[src/rtl/hp_pkg.sv]
package hp_pkg;

    typedef struct packed {
        logic absent;
        logic main_en;
        logic aux_en;
        logic force_n;
        logic oc_main;
        logic oc_aux;
        logic in12_ok;
        logic in3_ok;
        logic stby_ok;
        logic v12_ok;
        logic v3_ok;
        logic vaux_ok;
    } slot_in_t;

    localparam int SLOT_IN_W = $bits(slot_in_t);

    // idle values: no card, force released, everything else low
    localparam slot_in_t SLOT_IN_IDLE = '{absent: 1'b1, force_n: 1'b1, default: 1'b0};

    typedef struct packed {
        logic main_gate;
        logic aux_gate;
        logic fault_n;
        logic pgood_n;
    } slot_out_t;

    typedef struct packed {
        logic main_flt;
        logic aux_flt;
    } slot_flt_t;

    typedef struct packed {
        logic latch_mode;
        logic over_temp;
    } glob_in_t;

    localparam int GLOB_IN_W = $bits(glob_in_t);
    localparam glob_in_t GLOB_IN_IDLE = '{latch_mode: 1'b1, over_temp: 1'b0};

    function automatic int cnt_w(input int n);
        return (n < 2) ? 1 : $clog2(n);
    endfunction

endpackage

[src/rtl/hp_sync.sv]
module hp_sync #(
    parameter int             W       = 1,
    parameter logic [W-1:0]   RST_VAL = '0
) (
    input  logic         clk,
    input  logic         rst,
    input  logic [W-1:0] d,
    output logic [W-1:0] q
);
    logic [W-1:0] stage1;

    always_ff @(posedge clk) begin
        if (rst) begin
            stage1 <= RST_VAL;
            q      <= RST_VAL;
        end else begin
            stage1 <= d;
            q      <= stage1;
        end
    end
endmodule

[src/rtl/hp_trip_timer.sv]
module hp_trip_timer
    import hp_pkg::*;
#(
    parameter int CYC = 1000
) (
    input  logic clk,
    input  logic rst,
    input  logic arm,   // path conducting under normal control
    input  logic oc,    // regulation active
    input  logic clr,   // latch clear request
    output logic flt
);
    localparam int CW = cnt_w(CYC);
    localparam logic [CW-1:0] LAST = CW'(CYC - 1);

    logic [CW-1:0] cnt;
    logic          run;
    logic          hit;

    assign run = arm & oc;
    assign hit = run & (cnt == LAST);

    always_ff @(posedge clk) begin
        if (rst) begin
            cnt <= '0;
        end else if (!run || hit) begin
            cnt <= '0;
        end else begin
            cnt <= cnt + 1'b1;
        end
    end

    always_ff @(posedge clk) begin
        if (rst) begin
            flt <= 1'b0;
        end else if (clr) begin
            flt <= 1'b0;
        end else if (hit) begin
            flt <= 1'b1;
        end
    end
endmodule

[src/rtl/hp_retry_seq.sv]
module hp_retry_seq
    import hp_pkg::*;
#(
    parameter int CYC = 100000
) (
    input  logic clk,
    input  logic rst,
    input  logic active,
    output logic fire
);
    localparam int CW = cnt_w(CYC);
    localparam logic [CW-1:0] LAST = CW'(CYC - 1);

    logic [CW-1:0] cnt;

    assign fire = active & (cnt == LAST);

    always_ff @(posedge clk) begin
        if (rst) begin
            cnt <= '0;
        end else if (!active || fire) begin
            cnt <= '0;
        end else begin
            cnt <= cnt + 1'b1;
        end
    end
endmodule

[src/rtl/hp_slot.sv]
module hp_slot
    import hp_pkg::*;
#(
    parameter int REG_CYC   = 1000,
    parameter int RETRY_CYC = 100000
) (
    input  logic      clk,
    input  logic      rst,
    input  slot_in_t  si,
    input  logic      latch_mode,
    input  logic      over_temp,
    output slot_out_t so,
    output slot_flt_t flt
);
    logic card;
    logic forced;
    logic main_on;
    logic aux_on;
    logic retry_fire;
    logic main_clr;
    logic aux_clr;
    logic out_good;

    assign card   = ~si.absent;
    assign forced = card & ~si.force_n;

    assign main_on = card & si.stby_ok &
                     (forced | (si.main_en & si.in12_ok & si.in3_ok & ~flt.main_flt));
    assign aux_on  = card & si.stby_ok &
                     (forced | (si.aux_en & ~flt.aux_flt));

    assign main_clr = (card & ~si.main_en) | retry_fire;
    assign aux_clr  = (card & ~si.aux_en)  | retry_fire;

    hp_trip_timer #(.CYC(REG_CYC)) u_main_tmr (
        .clk (clk),
        .rst (rst),
        .arm (main_on & ~forced),
        .oc  (si.oc_main),
        .clr (main_clr),
        .flt (flt.main_flt)
    );

    hp_trip_timer #(.CYC(REG_CYC)) u_aux_tmr (
        .clk (clk),
        .rst (rst),
        .arm (aux_on & ~forced),
        .oc  (si.oc_aux),
        .clr (aux_clr),
        .flt (flt.aux_flt)
    );

    hp_retry_seq #(.CYC(RETRY_CYC)) u_retry (
        .clk    (clk),
        .rst    (rst),
        .active ((flt.main_flt | flt.aux_flt) & ~latch_mode),
        .fire   (retry_fire)
    );

    assign out_good = si.v12_ok & si.v3_ok & si.vaux_ok;

    always_comb begin
        so.main_gate = main_on;
        so.aux_gate  = aux_on;
        so.fault_n   = forced | ~(flt.main_flt | flt.aux_flt | over_temp);
        so.pgood_n   = ~(~forced & main_on & aux_on & out_good);
    end
endmodule

[src/rtl/hp_slot_ctrl.sv]
module hp_slot_ctrl
    import hp_pkg::*;
#(
    parameter int NSLOT     = 2,
    parameter int REG_CYC   = 1000,
    parameter int RETRY_CYC = 100000
) (
    input  logic             clk,
    input  logic             rst,
    input  logic [NSLOT-1:0] card_absent,
    input  logic [NSLOT-1:0] main_en,
    input  logic [NSLOT-1:0] aux_en,
    input  logic [NSLOT-1:0] force_n,
    input  logic [NSLOT-1:0] oc_main,
    input  logic [NSLOT-1:0] oc_aux,
    input  logic [NSLOT-1:0] in12_ok,
    input  logic [NSLOT-1:0] in3_ok,
    input  logic [NSLOT-1:0] stby_ok,
    input  logic [NSLOT-1:0] v12_ok,
    input  logic [NSLOT-1:0] v3_ok,
    input  logic [NSLOT-1:0] vaux_ok,
    input  logic             latch_mode,
    input  logic             over_temp,
    output logic [NSLOT-1:0] main_gate,
    output logic [NSLOT-1:0] aux_gate,
    output logic [NSLOT-1:0] fault_n,
    output logic [NSLOT-1:0] pgood_n
);
    glob_in_t glob_raw;
    glob_in_t glob_s;

    // synchronized views, also observed by the bound checker
    logic [NSLOT-1:0] s_absent;
    logic [NSLOT-1:0] s_main_en;
    logic [NSLOT-1:0] s_aux_en;
    logic [NSLOT-1:0] s_oc_main;
    logic [NSLOT-1:0] s_oc_aux;
    logic [NSLOT-1:0] main_flt;
    logic [NSLOT-1:0] aux_flt;
    logic             s_latch_mode;

    assign glob_raw.latch_mode = latch_mode;
    assign glob_raw.over_temp  = over_temp;

    hp_sync #(
        .W       (GLOB_IN_W),
        .RST_VAL (GLOB_IN_W'(GLOB_IN_IDLE))
    ) u_sync_glob (
        .clk (clk),
        .rst (rst),
        .d   (glob_raw),
        .q   (glob_s)
    );

    assign s_latch_mode = glob_s.latch_mode;

    for (genvar i = 0; i < NSLOT; i++) begin : g_slot
        slot_in_t  raw;
        slot_in_t  syn;
        slot_out_t so;
        slot_flt_t fl;

        always_comb begin
            raw.absent  = card_absent[i];
            raw.main_en = main_en[i];
            raw.aux_en  = aux_en[i];
            raw.force_n = force_n[i];
            raw.oc_main = oc_main[i];
            raw.oc_aux  = oc_aux[i];
            raw.in12_ok = in12_ok[i];
            raw.in3_ok  = in3_ok[i];
            raw.stby_ok = stby_ok[i];
            raw.v12_ok  = v12_ok[i];
            raw.v3_ok   = v3_ok[i];
            raw.vaux_ok = vaux_ok[i];
        end

        hp_sync #(
            .W       (SLOT_IN_W),
            .RST_VAL (SLOT_IN_W'(SLOT_IN_IDLE))
        ) u_sync (
            .clk (clk),
            .rst (rst),
            .d   (raw),
            .q   (syn)
        );

        hp_slot #(
            .REG_CYC   (REG_CYC),
            .RETRY_CYC (RETRY_CYC)
        ) u_slot (
            .clk        (clk),
            .rst        (rst),
            .si         (syn),
            .latch_mode (glob_s.latch_mode),
            .over_temp  (glob_s.over_temp),
            .so         (so),
            .flt        (fl)
        );

        assign main_gate[i] = so.main_gate;
        assign aux_gate[i]  = so.aux_gate;
        assign fault_n[i]   = so.fault_n;
        assign pgood_n[i]   = so.pgood_n;

        assign s_absent[i]  = syn.absent;
        assign s_main_en[i] = syn.main_en;
        assign s_aux_en[i]  = syn.aux_en;
        assign s_oc_main[i] = syn.oc_main;
        assign s_oc_aux[i]  = syn.oc_aux;
        assign main_flt[i]  = fl.main_flt;
        assign aux_flt[i]   = fl.aux_flt;
    end
endmodule

[config.mk]
export PLATFORM = sky130hd
export DESIGN_NAME = hp_slot_ctrl
export DESIGN_NICKNAME = d
export VERILOG_FILES = /design/src/rtl/hp_pkg.sv /design/src/rtl/hp_sync.sv /design/src/rtl/hp_trip_timer.sv /design/src/rtl/hp_retry_seq.sv /design/src/rtl/hp_slot.sv /design/src/rtl/hp_slot_ctrl.sv
export SDC_FILE = /design/constraint.sdc
export NUM_CORES = 1
export LEC_CHECK = 0
export ABC_AREA = 1
export CAP_MARGIN = 25
export CORE_ASPECT_RATIO = 0.5
export CORE_UTILIZATION = 52
export CTS_CLUSTER_SIZE = 14
export DETAILED_ROUTE_END_ITERATION = 6
export DONT_BUFFER_PORTS = 1
export HOLD_SLACK_MARGIN = 0.05
export PLACE_DENSITY = 0.77
export SYNTH_ARGS = -nofsm -noshare
export SYNTH_HDL_FRONTEND = slang
export SYNTH_HIERARCHICAL = 1
export SYNTH_SLANG_ARGS = --single-unit
[constraint.sdc]
create_clock -name clk -period 4.36 [get_ports clk]
set_clock_uncertainty 0.2 [all_clocks]
set_input_delay 0.872 -clock clk [delete_from_list [all_inputs] [get_ports clk]]
set_output_delay 0.872 -clock clk [all_outputs]
set_load 0.05 [all_outputs]
==> results_dict.tcl <==
set metrics [dict create \
    finalSetupViolCount 0 \
    n_antenna_cell 0 \
    drv.max_cap_violation_count 0 \
    clock_tree.htree_level_count 4 \
    net-switching-power_uw 577.4 \
    grt_pass1_wl_um 18600 \
    cts_made_buffers 17 \
    overflow 0 \
    synth_top_area_share_pct 45.05 \
    seq_power_share_pct 45.0 \
    path_length_in_cells_of_the_critical_path 5 \
    synthToLayoutAreaGrowth_pct 11.93 \
    worst_path_dominant_cell_family "simple AND/OR/NAND/NOR gates" \
    core_um2 10510 \
    worst-endpoint-arrival_ns 1.71 \
    number_of_antenna_violations_at_the_first_check_in_global_routing 0 \
    die-width_um 151.1 \
    synth_edf_count 0 \
    setup.worst_path.start "g_slot[0].u_slot/u_main_tmr/flt$_SDFFE_PP0P_" \
    p_int_mw 2.131 \
    pwr_density_cell_nw_per_um2 418.9 \
    synth-async-reset-ratio_pct 0 \
    swShare_pct 21.32 \
    reg2reg_setup_slack_ns 2.65 \
    layout_filler_cell_count 923 \
    totalNegativeSetupSlack_ns 0 \
    tritoncts_clock_tree "built" \
    critical_path_buf_inv_count 1 \
    worst_hold_path_type "reg -> reg" \
    worst_r2r_startpoint "g_slot[0].u_slot/u_retry/cnt[0]$_SDFF_PP0_" \
    syn-instance-count 803 \
    syn-cell-area_um2 5777 \
    worst_ir_drop_vdd_mv 0.2494 \
    clock_power_share_pct 53.7 \
    syn_avg_cell_area_um2 7.194 \
    finalCoreUtilization_pct 61.54 \
    result_of_the_run "finished, final reports clean" \
    yosysSeqAreaShare_pct 45.05 \
    groute.usage.overall_pct 20.38 \
    ioPinCount 36 \
    die_y_um 76.53 \
    rsz0062_at_grt "false" \
    yosys.cell_types.count 23 \
    detailedRoute.firstPassIterationCount 4 \
    synth.top_cells.by_area "sky130_fd_sc_hd__dfxtp_1, sky130_fd_sc_hd__nand2_1, sky130_fd_sc_hd__nor2_1" \
    cp_slowest_stage_delay_ns 0.72 \
    required_ns 3.29 \
    timing.rr.end "g_slot[0].u_slot/u_aux_tmr/flt$_SDFFE_PP0P_" \
    power.combinational.fraction_pct 1.3 \
    worstSetupPathType "reg -> out" \
    critical_path.cell_chain "inv_2 > nand2_2 > nor2_2 > nor2_1 > nor2_1" \
    clkLatencyLatePin_ns 0.42 \
    post_cts_resized 0 \
    io_buffer_count 0 \
    post-route-worst-setup-slack_ns 1.583 \
    drc 0 \
    vias_per_cell 4.740 \
    critical_path.endpoint "main_gate[0]" \
    worstRegToRegCells 9 \
    crit_path_end_kind "output pin" \
    routed_via_count 4579 \
    crit_slowest_cell "sky130_fd_sc_hd__nor2_1" \
    initial_core_utilization_pct 54.98 \
    std_cell_rows 26 \
    path_common_cell "sky130_fd_sc_hd__nor2_1" \
    ctsHoldBuffers 0 \
    largest_net_degree_at_the_start_of_global_routing 56 \
    fmax_mhz 360.1 \
    yosys-top-cells-count "sky130_fd_sc_hd__nand2_1, sky130_fd_sc_hd__nor2_1, sky130_fd_sc_hd__inv_1" \
    clkSlewWorstSetupHoldPaths_ns 0.06 \
    timing.final.max_slew_violations 0 \
    ys.flop_type "sky130_fd_sc_hd__dfxtp_1" \
    clkSinkCount 130 \
    postSynthNetCount 837 \
    critPathMaxFanout 3 \
    finalWorstPathRequiredPeriod_ns 2.777 \
    timing_worst_slew_pin_value_ns 1.090 \
    final.period_utilization_pct 63.70 \
    wl_per_cell_um 11.18 \
    floorplan.die_area_um2 11560 \
    maxSlewHeadroom_pct 28.42 \
    post-synth-top-area-cell "sky130_fd_sc_hd__dfxtp_1" \
    final_wtd_congestion 0.8415 \
    ant_nets 0 \
    drt_iter0_drc 191 \
    design_power_total_mw 2.709 \
    place.detailed.hpwl_um 7248 \
    ys_warn_count 6 \
    p_leak_nw 2.572 \
    crit_path_start_kind "flop" \
    clk_root_buffer_cell "sky130_fd_sc_hd__clkbuf_16" \
    routed_wl_um 10800 \
    post_cts.repair.setup_buffers 0 \
    fin_nets 847 \
    synth.ff_latch_count 130 \
    ctsLongestPathBuffers 2 \
    post_route_cells_drive_above_1_share_pct 12.83 \
    dpl_worst_slack_ns 2.013 \
    timing.final.hold_violations 0 \
    via_count_of_the_first_global_routing_pass 4340 \
]
-- worst min path at each step --
stage / slack (ns) / cells after the start / from / endpoint
after floorplan: 0.19 / 2 / u_sync_glob/stage1[1]$_SDFF_PP1_ / u_sync_glob/q[1]$_SDFF_PP1_
after global placement: 0.19 / 2 / g_slot[1].u_sync/stage1[1]$_SDFF_PP0_ / g_slot[1].u_sync/q[1]$_SDFF_PP0_
after detailed placement: 0.19 / 2 / g_slot[1].u_sync/stage1[10]$_SDFF_PP0_ / g_slot[1].u_sync/q[10]$_SDFF_PP0_
after CTS: 0.20 / 2 / g_slot[1].u_sync/stage1[7]$_SDFF_PP0_ / g_slot[1].u_sync/q[7]$_SDFF_PP0_
after global routing: 0.22 / 2 / g_slot[0].u_sync/stage1[5]$_SDFF_PP0_ / g_slot[0].u_sync/q[5]$_SDFF_PP0_
final: 0.20 / 2 / g_slot[1].u_sync/stage1[7]$_SDFF_PP0_ / g_slot[1].u_sync/q[7]$_SDFF_PP0_
-- cell families after synthesis --
kind of cell | synth area share [%]
DFF | 45.05
xor gates and xnor gates | 4.852
and+or+nand+nor | 33.79
buffers and inverters | 12.02
adders and majority gates | 1.300
AOI/OAI and AO/OA | 2.989
-- through the flow --
stage / hold WS, ns / cells / cell area, um^2
finish: 0.1976 / 966 / 6466
global placement: 0.1926 / 933 / 5854
floorplan: 0.1865 / 803 / 5777
global route: 0.2206 / 966 / 6466
detailed placement: 0.1941 / 934 / 5862
CTS: 0.1990 / 966 / 6466
-- state kept, by name, summed over array words and instances, names as in the netlist --
name and count:
u_sync_glob/q 2, g_slot.u_slot/u_main_tmr/flt 2, g_slot.u_slot/u_aux_tmr/cnt 20, g_slot.u_sync/q 24, g_slot.u_slot/u_main_tmr/cnt 20, g_slot.u_slot/u_aux_tmr/flt 2, g_slot.u_sync/stage1 24, u_sync_glob/stage1 2
g_slot.u_slot/u_retry/cnt 34
-- power groups by stage --
stage,clock (mW),combinational [mW],sequential [mW]
2_1_floorplan,0,0.0356,1.24
3_3_place_gp,0,0.0332,1.24
3_5_place_dp,0,0.0347,1.25
4_1_cts,1.48,0.0356,1.22
5_1_grt,1.53,0.0405,1.22
6_report,1.45,0.0347,1.22
-- cell usage in the layout (no fill, tap or decap), drive strengths merged --
cell	count
inv	164
o21bai	4
buf	1
o22ai	2
ha	6
o21ai	6
nand2	170
bufinv	3
clkbuf	18
nand3	50
xor2	18
nor2	190
a21oi	20
xnor2	14
nand4	18
dfxtp	130
clkinv	6
or2	6
-- cell type report --
| type | instances | area [um^2] | area share [%] |
|---|---|---|---|
| clock buffer | 18 | 429.2 | 6.637 |
| clock inverter | 14 | 175.2 | 2.709 |
| tap | 140 | 175.2 | 2.709 |
| multi-input combinational | 504 | 2480 | 38.35 |
| inverter | 159 | 596.8 | 9.230 |
| timing repair buffer | 1 | 7.507 | 0.1161 |
| sequential | 130 | 2603 | 40.25 |
-- worst register-to-register path, cell delays in order, from the launching register on --
cell                      delay [ns]
sky130_fd_sc_hd__dfxtp_1        0.35
sky130_fd_sc_hd__ha_1           0.23
sky130_fd_sc_hd__nand2_1        0.10
sky130_fd_sc_hd__nor2_2         0.18
sky130_fd_sc_hd__nand3_2        0.13
sky130_fd_sc_hd__nor2_1         0.12
sky130_fd_sc_hd__inv_1          0.06
sky130_fd_sc_hd__o21ai_0        0.06
sky130_fd_sc_hd__or2_2          0.13
sky130_fd_sc_hd__a21oi_1        0.04
-- per-layer routing --
layer / global-route usage, % / part of all wire, %
met3: 5.749 / 3.5
met1: 23.70 / 46
met5: 0 / 0
met4: 7.200 / 1.5
met2: 35.64 / 49
(Power assumes the default switching activity.)
